**config.mk**
```make
export PLATFORM = sky130hd
export DESIGN_NAME = adc_csr_top
export DESIGN_NICKNAME = d
export VERILOG_FILES = /design/src/rtl/adc_csr_pkg.sv /design/src/rtl/adc_csr_flag.sv /design/src/rtl/adc_csr_ctrl.sv /design/src/rtl/adc_csr_top.sv
export SDC_FILE = /design/constraint.sdc
export NUM_CORES = 1
export LEC_CHECK = 0
export ABC_AREA = 1
export BUFFER_PORTS_ARGS = -buffer_cell sky130_fd_sc_hd__buf_2
export CAP_MARGIN = 20
export CORE_AREA = 2 2 39 41
export CTS_CLUSTER_DIAMETER = 40
export DETAILED_ROUTE_END_ITERATION = 10
export DIE_AREA = 0 0 41 43
export RECOVER_POWER = 100
export SYNTH_ARGS = -nofsm -noshare
export SYNTH_HDL_FRONTEND = slang
export SYNTH_SLANG_ARGS = --single-unit
```
**constraint.sdc**
```tcl
create_clock -name clk -period 1.2 [get_ports clk]
set_clock_uncertainty 0.2 [all_clocks]
set_input_delay 0.12 -clock clk [delete_from_list [all_inputs] [get_ports clk]]
set_output_delay 0.12 -clock clk [all_outputs]
set_load 0.1 [all_outputs]
```
**src/rtl/adc_csr_pkg.sv**
```systemverilog
package adc_csr_pkg;
    localparam int REG_W    = 8;
    localparam int FLAG_POS = 7;
    localparam int IE_POS   = 6;
    localparam int MODE_POS = 4;
    // value of the bits that never change (bit 3 high, others low)
    localparam logic [REG_W-1:0] FIXED_VAL  = 8'h08;
    localparam logic [REG_W-1:0] LIVE_MASK  = (REG_W'(1) << FLAG_POS)
                                            | (REG_W'(1) << IE_POS)
                                            | (REG_W'(1) << MODE_POS);

    typedef struct packed {
        logic flag;
        logic seen;   // flag was read as 1 since the last set
    } flag_st_t;

    typedef struct packed {
        logic ie;
        logic mode;
    } ctrl_st_t;
endpackage

```
**src/rtl/adc_csr_flag.sv**
```systemverilog
module adc_csr_flag
    import adc_csr_pkg::*;
(
    input  logic clk,
    input  logic rst_n,
    input  logic mode_scan,
    input  logic conv_done,
    input  logic scan_done,
    input  logic cpu_rd,
    input  logic cpu_wr,
    input  logic wr_flag_bit,
    input  logic dma_rd,
    input  logic dma_hold,
    output logic flag_q
);
    flag_st_t st_d, st_q;
    logic set_ev, clr_req;

    always_comb begin
        set_ev  = mode_scan ? scan_done : conv_done;
        clr_req = (cpu_wr && !wr_flag_bit && st_q.seen) || (dma_rd && !dma_hold);
        st_d    = st_q;
        if (set_ev) begin
            st_d.flag = 1'b1;
            st_d.seen = 1'b0;
        end else if (clr_req) begin
            st_d.flag = 1'b0;
            st_d.seen = 1'b0;
        end else if (cpu_rd && st_q.flag) begin
            st_d.seen = 1'b1;
        end
    end

    always_ff @(posedge clk) begin
        if (!rst_n) st_q <= '0;
        else        st_q <= st_d;
    end

    assign flag_q = st_q.flag;

    assert_set_wins_R7: assert property (@(posedge clk) disable iff (!rst_n)
        set_ev |=> st_q.flag);

    assert_no_write_set_R4: assert property (@(posedge clk) disable iff (!rst_n)
        $rose(st_q.flag) |-> $past(set_ev));

    assert_guarded_clear_R5: assert property (@(posedge clk) disable iff (!rst_n)
        $fell(st_q.flag) |-> ($past(st_q.seen) || $past(dma_rd && !dma_hold)));

    assert_dma_clear_R6: assert property (@(posedge clk) disable iff (!rst_n)
        (dma_rd && !dma_hold && !set_ev) |=> !st_q.flag);
endmodule

```
**src/rtl/adc_csr_ctrl.sv**
```systemverilog
module adc_csr_ctrl
    import adc_csr_pkg::*;
(
    input  logic clk,
    input  logic rst_n,
    input  logic cpu_wr,
    input  logic wr_ie,
    input  logic wr_mode,
    input  logic start_in,
    output logic ie_q,
    output logic mode_q
);
    ctrl_st_t st_d, st_q;

    always_comb begin
        st_d = st_q;
        if (cpu_wr) begin
            st_d.ie = wr_ie;
            if (!start_in) st_d.mode = wr_mode;
        end
    end

    always_ff @(posedge clk) begin
        if (!rst_n) st_q <= '0;
        else        st_q <= st_d;
    end

    assign ie_q   = st_q.ie;
    assign mode_q = st_q.mode;

    assert_mode_locked_R9: assert property (@(posedge clk) disable iff (!rst_n)
        start_in |=> $stable(st_q.mode));
endmodule

```
**src/rtl/adc_csr_top.sv**
```systemverilog
module adc_csr_top
    import adc_csr_pkg::*;
(
    input  logic             clk,
    input  logic             rst_n,
    input  logic             cpu_wr_stb,
    input  logic             cpu_rd_stb,
    input  logic [REG_W-1:0] cpu_wdata,
    output logic [REG_W-1:0] cpu_rdata,
    input  logic             seq_conv_done,
    input  logic             seq_scan_done,
    input  logic             dma_res_rd,
    input  logic             dma_hold_flag,
    input  logic             conv_start,
    output logic             eoc_irq,
    output logic             scan_mode
);
    logic flag_q, ie_q, mode_q;

    adc_csr_ctrl ctrl_i (
        .clk      (clk),
        .rst_n    (rst_n),
        .cpu_wr   (cpu_wr_stb),
        .wr_ie    (cpu_wdata[IE_POS]),
        .wr_mode  (cpu_wdata[MODE_POS]),
        .start_in (conv_start),
        .ie_q     (ie_q),
        .mode_q   (mode_q)
    );

    adc_csr_flag flag_i (
        .clk         (clk),
        .rst_n       (rst_n),
        .mode_scan   (mode_q),
        .conv_done   (seq_conv_done),
        .scan_done   (seq_scan_done),
        .cpu_rd      (cpu_rd_stb),
        .cpu_wr      (cpu_wr_stb),
        .wr_flag_bit (cpu_wdata[FLAG_POS]),
        .dma_rd      (dma_res_rd),
        .dma_hold    (dma_hold_flag),
        .flag_q      (flag_q)
    );

    logic [REG_W-1:0] live_bits;

    always_comb begin
        live_bits           = '0;
        live_bits[FLAG_POS] = flag_q;
        live_bits[IE_POS]   = ie_q;
        live_bits[MODE_POS] = mode_q;
    end

    // fixed bits come from the constant, live bits from state
    for (genvar b = 0; b < REG_W; b++) begin : g_rd
        if (LIVE_MASK[b]) begin : g_live
            assign cpu_rdata[b] = live_bits[b];
        end else begin : g_fixed
            assign cpu_rdata[b] = FIXED_VAL[b];
        end
    end

    assign eoc_irq   = ie_q & flag_q;
    assign scan_mode = mode_q;

    assert_irq_source_R8: assert property (@(posedge clk) disable iff (!rst_n)
        $rose(eoc_irq) |-> ($past(seq_conv_done || seq_scan_done) || $past(cpu_wr_stb)));
endmodule

```
# --- Yosys cells after proc, flatten, opt, wreduce, memory -nomap -nowiden ---
# Index checks and enable logic that the tools add are counted.
classes:
  n_addsub: 0
  multipliers: 0
  div_mod_pow: 0
  n_lt_le_gt_ge: 0
  eq_ne: 0
  shift: 0
  mux: 5
  bitwise: 3
  n_reduce_logical: 10
op_table:
  columns: ["operator", "n"]
  rows:
  - ["$logic_and 1x1->1", 4]
  - ["$mux 1", 4]
  - ["$reduce_or 3->1", 1]
  - ["$logic_not 1->1", 2]
  - ["$mux 2", 1]
  - ["$not 1->1", 2]
  - ["$reduce_and 2->1", 1]
  - ["$reduce_bool 2->1", 1]
  - ["$and 1x1->1", 1]
  - ["$logic_or 1x1->1", 1]
totals:
  reg_bits: 4
  latch_bits: 0
  mem_bits_rw: 0
  mem_bits_ro: 0
  in_bits: 17
  output_inout_bits: 10
  elab_cells: 22
  mem_count: 0

# --- Depth between registers and ports, before layout ---
# Gate-level depths: netlist (run 1).
logic_depth:
  word_depth: 6
  mapped_depth: 5
  ltp_nobuf: 5

# --- Hierarchy ---
# A second synthesis (run 1) with hierarchy kept.
hier_totals:
  hier_cells: 39
  area_unflattened_um2: 259.0
by_module_without_submodules:
  columns: ["mod", "n_inst", "cells_per_inst", "area_per_inst_um2", "seq_area_each_um2"]
  rows:
  - ["adc_csr_flag", 1, 16, 105.1, 40.0]
  - ["adc_csr_ctrl", 1, 11, 78.8, 40.0]
  - ["adc_csr_top", 1, 12, 75.1, 0.0]

# --- Worst setup path after synthesis (run 1) ---
# Ideal clock, no wire load.
synth_path:
  path_type: "reg-to-output"
  start: "reg ctrl_i.st_q, in the netlist ctrl_i.mode_q"
  end: "out cpu_rdata[4]"
  arrival_ps: 1421
  required_time_ps: 880
  setup_slack_ps: -541
  stages_incl_launch_ff: 2
  path_buffers: 1
  path_cell_list: "dfxtp_1 buf_4"
synth_rtl:
  columns: ["item", "line_no", "text"]
  rows:
  - ["start, declared", "adc_csr_ctrl.sv:13", "ctrl_st_t st_d, st_q;"]
  - ["start signal, assigned", "adc_csr_ctrl.sv:25", "else st_q <= st_d;"]
  - ["end, declared", "adc_csr_top.sv:9", "output logic [REG_W-1:0] cpu_rdata,"]
# No word-level cell between the ends.

# --- Worst setup path after layout (run 1) ---
layout_path:
  start: "reg ctrl_i.st_q, in the netlist ctrl_i.ie_q"
  end: "out eoc_irq"
layout_between:
  elab_chain_cells: 1
layout_lines:
  columns: ["item", "line_no", "text"]
  rows:
  - ["$and 1x1->1", "adc_csr_top.sv:63", "assign eoc_irq = ie_q & flag_q;"]
  - ["end, declared", "adc_csr_top.sv:15", "output logic eoc_irq,"]
# No other way between the ends.

==> flow_metrics.py, run 1 <==
metrics = {
    "critical_path": {
        "cp.required_ps": 880,
        "crit_buf_inv": 2,
        "crit_arrival_ps": 880,
        "cp_max_fo": 2,
        "crit_chain": "nand2_2 -> clkinvlp_4 -> buf_12",
        "crit_path_start": "ctrl_i.ie_q",
        "endpoint": "eoc_irq",
        "timing.rr.start": "flag_i.flag_q",
        "worst_r2r_path_depth": 4,
        "path_delay_family": "flip-flops",
        "cp-start-kind": "flop",
        "r2r_setup_slack_ps": 210,
        "critPathCaptureType": "output port",
        "path_class": "flop to output port",
        "r2r_end": "flag_i.st_q[0]",
        "slowest_stage": "dfxtp_2",
        "cp_slowest_stage_delay_ps": 310,
        "cp.depth": 3,
    },
    "finish": {
        "antenna_cells": 0,
        "nets": 80,
        "area_growth_pct": 92.8,
        "final_util": 0.364,
        "most-common-layout-cells": "buf_2 (9), dlygate4sd3_1 (7), nand2_1 (6), inv_1 (5), conb_1 (5)",
        "final_common_cell": "buf_2",
        "drive_above_1_share": 0.435,
    },
    "grt": {
        "grt_pass1_vias": 285,
        "antenna_found_initial": 0,
        "grt_max_degree": 7,
        "overflow": 0,
        "grt_pass1_wl_um": 1120,
        "gr-usage-all-layers": 0.100,
    },
    "job": {
        "maxCapViolCount": 0,
    },
    "floorplan": {
        "die_h_um": 43,
        "die_area_um2": 1760,
        "rows": 14,
        "core-area_um2": 1380,
        "boundaryPins": 27,
        "die_x_um": 41,
        "initial_core_util": 0.189,
    },
    "power_and_ir_drop": {
        "pwr-share-seq": 0.249,
        "vdd_drop_max_v": 0.000466,
        "internal_power_mw": 0.353,
        "power_leakage_nw": 0.253,
        "total_power_mw": 0.603,
        "p_sw_frac": 0.414,
        "combPwrFrac": 0.442,
        "clkPwrFrac": 0.309,
        "p_per_area_nw_per_um2": 1200,
        "netSwitchingPower_mw": 0.250,
    },
    "route": {
        "first_pass_iters": 4,
        "route.detailed.drc": 0,
        "first_iter_violations": 3,
        "antenna_left": 0,
        "via_count": 286,
        "vias_per_cell": 3.67,
        "wl_per_cell_um": 8.46,
        "routed_wl_um": 660,
    },
    "cts": {
        "cts-root-buf": "clkbuf_4",
        "clkLatencyLatePin_ps": 240,
        "cts_buffers": 3,
        "clkTransAtPathRegs_ps": 40,
        "ctsLongestPathBuffers": 2,
        "cts.sinks": 4,
        "cts_tree": "built",
        "htreeDepth": 1,
    },
    "sta": {
        "fin_ws_ps": -3.03,
        "fmax_mhz": 831,
        "rsz0062_at_grt": "yes",
        "finalSetupViolCount": 1,
        "finalCritPeriodShare": 1.00,
        "fin_crit_ps": 1200,
        "slew_violations": 0,
        "hold_violations": 0,
    },
    "synth": {
        "synth_cell_types": 13,
        "yosysTopAreaCell": "dfxtp_1",
        "synthTopCellsByArea": "dfxtp_1 (31%), buf_4 (23%), nand2_1 (10%)",
        "syn_area_per_cell_um2": 6.88,
        "ys_warn_count": 0,
        "netlist_area_um2": 262,
        "synth_seq_cells": 4,
        "synthCells": 38,
        "yosysTopAreaCellShare": 0.306,
        "seq_area_frac_synth": 0.306,
    },
    "placed_design": {
        "gp_congestion": 0.701,
        "dp_hpwl_um": 487,
        "io_buffer_count": 16,
    },
    "run_status": {
        "status": "complete, but fails checks",
        "violations": "setup timing",
    },
    "min_path": {
        "hold_path_class": "primary input to flop",
    },
}
==> worst min-delay path by stage <==
stage | start | endpoint | slack (ps) | cells past startpoint
finish | dma_hold_flag | flag_i.st_q[0] | 10 | 5
global placement | cpu_wdata[6] | ctrl_i.ie_q | 170 | 3
floorplan | cpu_wr_stb | ctrl_i.ie_q | 10 | 1
global route | cpu_rd_stb | flag_i.st_q[0] | 20 | 4
detailed placement | cpu_wdata[6] | ctrl_i.ie_q | 160 | 3
CTS | dma_hold_flag | flag_i.st_q[0] | 4 | 5
==> what timing repair did <==
item,in CTS,in global routing
hold buffers,7,0
cloned,0,0
endpoints found under the hold margin,4,0
resized for setup,3,0
endpoints found under the setup margin,2,3
buffers inserted,1,0
pin swaps,1,0
==> state kept, by name (all words and copies together) (netlist names) <==
register / count
ctrl_i.ie_q: 1
ctrl_i.mode_q: 1
flag_i.flag_q: 1
flag_i.st_q: 1
==> logic make-up (layout without fill, tap and decap cells) <==
logic type | after synthesis | count (layout) | share of synthesized area
AND/OR/NAND/NOR | 11 | 11 | 0.182
other | 2 | 5 | 0.0287
buffers and inverters | 14 | 35 | 0.316
flip-flops | 4 | 4 | 0.306
AO/OA/AOI/OAI | 7 | 7 | 0.167
==> area by class of cell <==
type / instances / area (um2)
fillers: 139 / 880
repair buffers: 25 / 233
multi-input cells: 23 / 113
flip-flops and latches: 4 / 86.3
clock buffers: 4 / 26.3
inverters: 6 / 26.3
well taps: 16 / 20.0
==> metal layers <==
| metal | part of all wire | up-vias | routed length [um] | track usage |
|---|---|---|---|---|
| li1 | - | 152 | - | - |
| met1 | 0.41 | 118 | 268 | 0.0932 |
| met2 | 0.48 | 14 | 319 | 0.156 |
| met3 | 0.094 | 2 | 62 | 0.0838 |
| met4 | 0.015 | 0 | 10 | 0.0333 |
| met5 | 0 | - | 0 | 0 |
==> metrics by stage <==
step	hold slack (ps)	setup TNS [ps]	area [um2]	worst slack, ps	instances
after floorplan	13.5	-2.97	280	-2.97	41
after global placement	167	0	410	173	67
after detailed placement	164	0	410	167	67
after CTS	4.05	-15.5	519	-15.5	79
after global routing	15.3	-58.0	504	-57.7	78
final	11.8	-3.03	504	-3.03	78
==> worst min-delay path, stage by stage <==
cell     delay (ps)
buf_2            90
inv_1            60
a21oi_2          50
nand2_1          50
nor2_1           30
==> cell usage after synthesis, drive strengths merged <==
library cell,n
nand2,7
dfxtp,4
a21o,1
nor2,1
o21ai,2
nand3b,1
conb,2
o211ai,1
buf,8
inv,6
nand3,2
a21oi,3
==> power by group through the flow <==
stage	clock (mW)	combinational (mW)	sequential (mW)
2_1_floorplan	0	0.180	0.160
3_3_place_gp	0	0.246	0.152
3_5_place_dp	0	0.248	0.152
4_1_cts	0.196	0.271	0.151
5_1_grt	0.205	0.279	0.152
6_report	0.186	0.266	0.150
Note: power is estimated with default switching activity, not from simulation.
==> inputs of run 2 (changes only) <==
--- a/config.mk
+++ b/config.mk
@@ -12,6 +12,7 @@
 export CTS_CLUSTER_DIAMETER = 40
 export DETAILED_ROUTE_END_ITERATION = 10
 export DIE_AREA = 0 0 41 43
+export HOLD_SLACK_MARGIN = 0.1
 export RECOVER_POWER = 100
 export SYNTH_ARGS = -nofsm -noshare
 export SYNTH_HDL_FRONTEND = slang
==> run 2 against run 1 <==
Against the previous run:
- critical path depth unchanged
- maximum frequency decreased by 0.79%
- the flow still finishes with violations (setup timing)
- largest power group unchanged
- sequential power about the same
==> flow_metrics.py, run 2 (synthesis results as in run 1) <==
metrics = {
    "critical_path": {
        "critPathCaptureType": "output port",
        "worst_r2r_path_depth": 4,
        "endpoint": "eoc_irq",
        "crit_buf_inv": 2,
        "crit_arrival_ps": 890,
        "cp-start-kind": "flop",
        "crit_path_start": "ctrl_i.ie_q",
        "r2r_setup_slack_ps": 220,
        "r2r_end": "flag_i.st_q[0]",
        "cp_max_fo": 2,
        "path_delay_family": "flip-flops",
        "timing.rr.start": "flag_i.flag_q",
        "slowest_stage": "dfxtp_2",
        "cp.required_ps": 880,
        "cp.depth": 3,
        "crit_chain": "nand2_2 -> clkinvlp_4 -> buf_12",
        "path_class": "flop to output port",
        "cp_slowest_stage_delay_ps": 310,
    },
    "run_status": {
        "status": "complete, but fails checks",
        "violations": "setup timing",
    },
    "power_and_ir_drop": {
        "clkPwrFrac": 0.315,
        "total_power_mw": 0.623,
        "pwr-share-seq": 0.241,
        "power_leakage_nw": 0.270,
        "combPwrFrac": 0.443,
        "vdd_drop_max_v": 0.000575,
        "netSwitchingPower_mw": 0.260,
        "p_sw_frac": 0.418,
        "internal_power_mw": 0.362,
        "p_per_area_nw_per_um2": 1140,
    },
    "grt": {
        "grt_max_degree": 7,
        "grt_pass1_wl_um": 1210,
        "gr-usage-all-layers": 0.112,
        "antenna_found_initial": 0,
        "overflow": 0,
        "grt_pass1_vias": 299,
    },
    "route": {
        "vias_per_cell": 3.56,
        "route.detailed.drc": 0,
        "via_count": 292,
        "first_pass_iters": 2,
        "wl_per_cell_um": 8.66,
        "antenna_left": 0,
        "first_iter_violations": 1,
        "routed_wl_um": 710,
    },
    "sta": {
        "fin_crit_ps": 1210,
        "finalCritPeriodShare": 1.01,
        "rsz0062_at_grt": "yes",
        "hold_violations": 0,
        "slew_violations": 0,
        "finalSetupViolCount": 1,
        "fin_setup_tns_ps": -12.6,
        "fin_hold_ws_ps": 320,
        "fin_ws_ps": -12.6,
        "fmax_mhz": 825,
    },
    "cts": {
        "cts_tree": "built",
        "htreeDepth": 1,
        "cts-root-buf": "clkbuf_4",
        "clkLatencyLatePin_ps": 250,
        "cts_buffers": 3,
        "clkTransAtPathRegs_ps": 40,
        "ctsLongestPathBuffers": 2,
        "cts.sinks": 4,
    },
    "finish": {
        "final_common_cell": "dlygate4sd3_1",
        "drive_above_1_share": 0.409,
        "antenna_cells": 0,
        "most-common-layout-cells": "dlygate4sd3_1 (11), buf_2 (9), nand2_1 (6), inv_1 (5), conb_1 (5)",
        "area_growth_pct": 108,
        "final_util": 0.393,
        "nets": 84,
    },
    "floorplan": {
        "die_h_um": 43,
        "die_x_um": 41,
        "die_area_um2": 1760,
        "initial_core_util": 0.189,
        "rows": 14,
        "boundaryPins": 27,
        "core-area_um2": 1380,
    },
    "placed_design": {
        "gp_congestion": 0.701,
        "dp_hpwl_um": 487,
        "io_buffer_count": 16,
    },
    "job": {
        "maxCapViolCount": 0,
    },
    "min_path": {
        "hold_path_class": "flop to flop",
    },
}
## run 2: cell count changes in the layout (fill, tap and decap cells not counted)
cell	delta
dlygate4sd3_1	+4
## run 2: power groups by stage
stage          sequential [mW]  clock, mW  combinational (mW)
2_1_floorplan            0.160          0               0.180
3_5_place_dp             0.152          0               0.248
3_3_place_gp             0.152          0               0.246
6_report                 0.150      0.196               0.276
5_1_grt                  0.152      0.214               0.290
4_1_cts                  0.151      0.196               0.281
## run 2: worst min path at each step
stage | from | end | slack (ps) | cells past startpoint
final | ctrl_i.mode_q | ctrl_i.mode_q | 320 | 2
after CTS | ctrl_i.mode_q | ctrl_i.mode_q | 330 | 2
after global placement | cpu_wdata[6] | ctrl_i.ie_q | 170 | 3
after floorplan | cpu_wr_stb | ctrl_i.ie_q | 10 | 1
after detailed placement | cpu_wdata[6] | ctrl_i.ie_q | 160 | 3
after global routing | ctrl_i.mode_q | ctrl_i.mode_q | 360 | 2
## run 2: metrics by stage
stage	setup slack [ps]	instances	area, um2
after detailed placement	167	67	410
after CTS	-15.5	83	559
after floorplan	-2.97	41	280
after global routing	-66.3	82	544
final	-12.6	82	544
after global placement	173	67	410
## run 2: tightest hold or removal path, stage by stage, from the launching register on
cell and delay [ps]:
dfxtp_4 360, nand2_1 70, a21oi_1 50
## run 2: cell type report
type	count	area [um2]
Tap cell	16	20.0
Fill cell	137	840
Multi-Input combinational cell	23	113
Sequential cell	4	86.3
Timing Repair Buffer	29	273
Clock buffer	4	26.3
Inverter	6	26.3
## run 2: repair_timing
action | CTS | global route
endpoints found under the setup margin | 2 | 4
gates resized for setup | 3 | 0
hold buffers | 11 | 0
hold endpoints to repair | 4 | 0
pin swaps | 1 | 0
buffers inserted | 1 | 0
gates cloned | 0 | 0
## run 2: per-layer routing
layer | up-vias | GRT usage | share of wire
met5 | - | 0 | 0
met4 | 0 | 0.0733 | 0.014
met3 | 2 | 0.0838 | 0.11
met2 | 15 | 0.166 | 0.51
met1 | 116 | 0.103 | 0.37
li1 | 159 | - | -
==> inputs of run 3 (changes only) <==
--- a/config.mk
+++ b/config.mk
@@ -12,7 +12,7 @@
 export CTS_CLUSTER_DIAMETER = 40
 export DETAILED_ROUTE_END_ITERATION = 10
 export DIE_AREA = 0 0 41 43
-export HOLD_SLACK_MARGIN = 0.1
+export PLACE_DENSITY_LB_ADDON = 0.12
 export RECOVER_POWER = 100
 export SYNTH_ARGS = -nofsm -noshare
 export SYNTH_HDL_FRONTEND = slang
==> run 3 against run 2 <==
Against the previous run:
- the flow now finishes without violations
- power down 3.6%
- setup slack improved by 15 ps
- critical endpoint unchanged
- largest cell class unchanged
- global-route usage fell by 2.8 points
- critical path type unchanged
- register-to-register slack about the same
- final cell count decreased by 4.9%
- routed wire length decreased by 16%
- clock power decreased by 4%
==> flow_metrics.py, run 3 (synthesis results as in run 1) <==
metrics = {
    "route": {
        "first_iter_violations": 5,
        "routed_wl_um": 598,
        "vias_per_cell": 3.73,
        "first_pass_iters": 4,
        "antenna_left": 0,
        "via_count": 291,
        "wl_per_cell_um": 7.67,
        "route.detailed.drc": 0,
    },
    "placed_design": {
        "dp_slack_ps": 220,
        "dp_hpwl_um": 444,
        "io_buffer_count": 16,
        "dp_cells": 67,
        "gp_congestion": 0.618,
    },
    "grt": {
        "gr-max-usage-layer": "met2",
        "grt_max_degree": 7,
        "grt_pass1_vias": 255,
        "antenna_found_initial": 0,
        "grtUsageMet2": 0.122,
        "overflow": 0,
        "grt_pass1_wl_um": 938,
        "met1_usage": 0.0871,
        "met3_usage": 0.0314,
        "gr-usage-all-layers": 0.0844,
    },
    "floorplan": {
        "die_area_um2": 1760,
        "die_x_um": 41,
        "core-area_um2": 1380,
        "die_h_um": 43,
        "rows": 14,
        "initial_core_util": 0.189,
        "boundaryPins": 27,
    },
    "critical_path": {
        "path_delay_family": "flip-flops",
        "crit_chain": "nand2_2 -> clkinvlp_4 -> buf_12",
        "crit_arrival_ps": 880,
        "cp_slowest_stage_delay_ps": 310,
        "crit_buf_inv": 2,
        "cp-start-kind": "flop",
        "cp.depth": 3,
        "cp.required_ps": 880,
        "slowest_stage": "dfxtp_2",
        "critPathCaptureType": "output port",
        "r2r_setup_slack_ps": 210,
        "cp_max_fo": 2,
        "timing.rr.start": "flag_i.flag_q",
        "endpoint": "eoc_irq",
        "worst_r2r_path_depth": 4,
        "path_class": "flop to output port",
        "r2r_end": "flag_i.st_q[0]",
        "crit_path_start": "flag_i.flag_q",
    },
    "cts": {
        "cts.sinks": 4,
        "cts_setup_buffers": 0,
        "cts_buffers": 3,
        "clkTransAtPathRegs_ps": 40,
        "ctsLongestPathBuffers": 2,
        "cts-root-buf": "clkbuf_4",
        "clkLatencyLatePin_ps": 240,
        "cts_tree": "built",
        "htreeDepth": 1,
    },
    "power_and_ir_drop": {
        "clkPwrFrac": 0.315,
        "power_leakage_nw": 0.249,
        "p_sw_frac": 0.417,
        "combPwrFrac": 0.437,
        "pwr-share-seq": 0.249,
        "p_per_area_nw_per_um2": 1200,
        "netSwitchingPower_mw": 0.250,
        "internal_power_mw": 0.350,
        "vdd_drop_max_v": 0.000408,
    },
    "sta": {
        "finalSetupViolCount": 0,
        "rsz0062_at_grt": "yes",
        "fin_crit_ps": 1200,
        "hold_violations": 0,
        "fin_setup_tns_ps": 0,
        "fin_ws_ps": 2.29,
        "fmax_mhz": 835,
        "fin_hold_ws_ps": 11.8,
        "finalCritPeriodShare": 0.998,
        "slew_violations": 0,
    },
    "run_status": {
        "status": "completed",
    },
    "finish": {
        "nets": 80,
        "final_util": 0.362,
        "final_common_cell": "buf_2",
        "fillers": 143,
        "area_growth_pct": 91.4,
        "post_layout_nonfiller_instances": 78,
        "most-common-layout-cells": "buf_2 (10), dlygate4sd3_1 (7), nand2_1 (6), inv_1 (5), conb_1 (5)",
        "antenna_cells": 0,
        "drive_above_1_share": 0.419,
    },
    "job": {
        "maxCapViolCount": 0,
    },
    "min_path": {
        "hold_path_class": "primary input to flop",
    },
}
[run 3: cell count changes in the layout (fill, tap and decap cells not counted), sizes merged]
cell	delta
dlygate4sd3	-4
[run 3: final cells by class]
class	count	area, um2	share of cell area
clock buffers	4	26.3	0.0525
multi-input cells	23	113	0.225
flip-flops and latches	4	86.3	0.173
well taps	16	20.0	0.0400
inverters	6	26.3	0.0525
repair buffers	25	229	0.458
[run 3: worst min-delay path: stages]
cell and delay, ps:
buf_2 80, a21o_1 100, nand2_1 40, nor2_1 70
[run 3: worst min-delay path by stage]
stage             startpoint             end  cells after the start
2_1_floorplan     cpu_wr_stb     ctrl_i.ie_q                      1
3_3_place_gp    cpu_wdata[6]     ctrl_i.ie_q                      3
3_5_place_dp    cpu_wdata[6]     ctrl_i.ie_q                      3
6_report          cpu_rd_stb  flag_i.st_q[0]                      4
4_1_cts        dma_hold_flag  flag_i.st_q[0]                      5
5_1_grt           cpu_rd_stb  flag_i.st_q[0]                      4
[run 3: what timing repair did]
action,4_1_cts,5_1_grt
gates cloned,0,0
gates resized for setup,2,1
endpoints found under the setup margin,1,3
endpoints found under the hold margin,4,0
hold buffers,7,0
[run 3: per-stage QoR]
stage               instance area [um2]  power, mW
global route                        500      0.633
global placement                    410      0.399
finish                              500      0.600
CTS                                 510      0.615
detailed placement                  410      0.399
floorplan                           280      0.341
[run 3: power groups by stage]
stage,Combinational [mW],Clock (mW),Sequential (mW)
3_3_place_gp,0.249,0,0.150
6_report,0.262,0.189,0.149
3_5_place_dp,0.249,0,0.150
4_1_cts,0.267,0.199,0.149
2_1_floorplan,0.180,0,0.160
5_1_grt,0.274,0.208,0.151
[run 3: routing by layer]
| layer | up-vias | part of all wire |
|---|---|---|
| met2 | 12 | 0.51 |
| met3 | 0 | 0.079 |
| met1 | 126 | 0.41 |
| li1 | 153 | - |
| met5 | - | 0 |
| met4 | 0 | 0 |
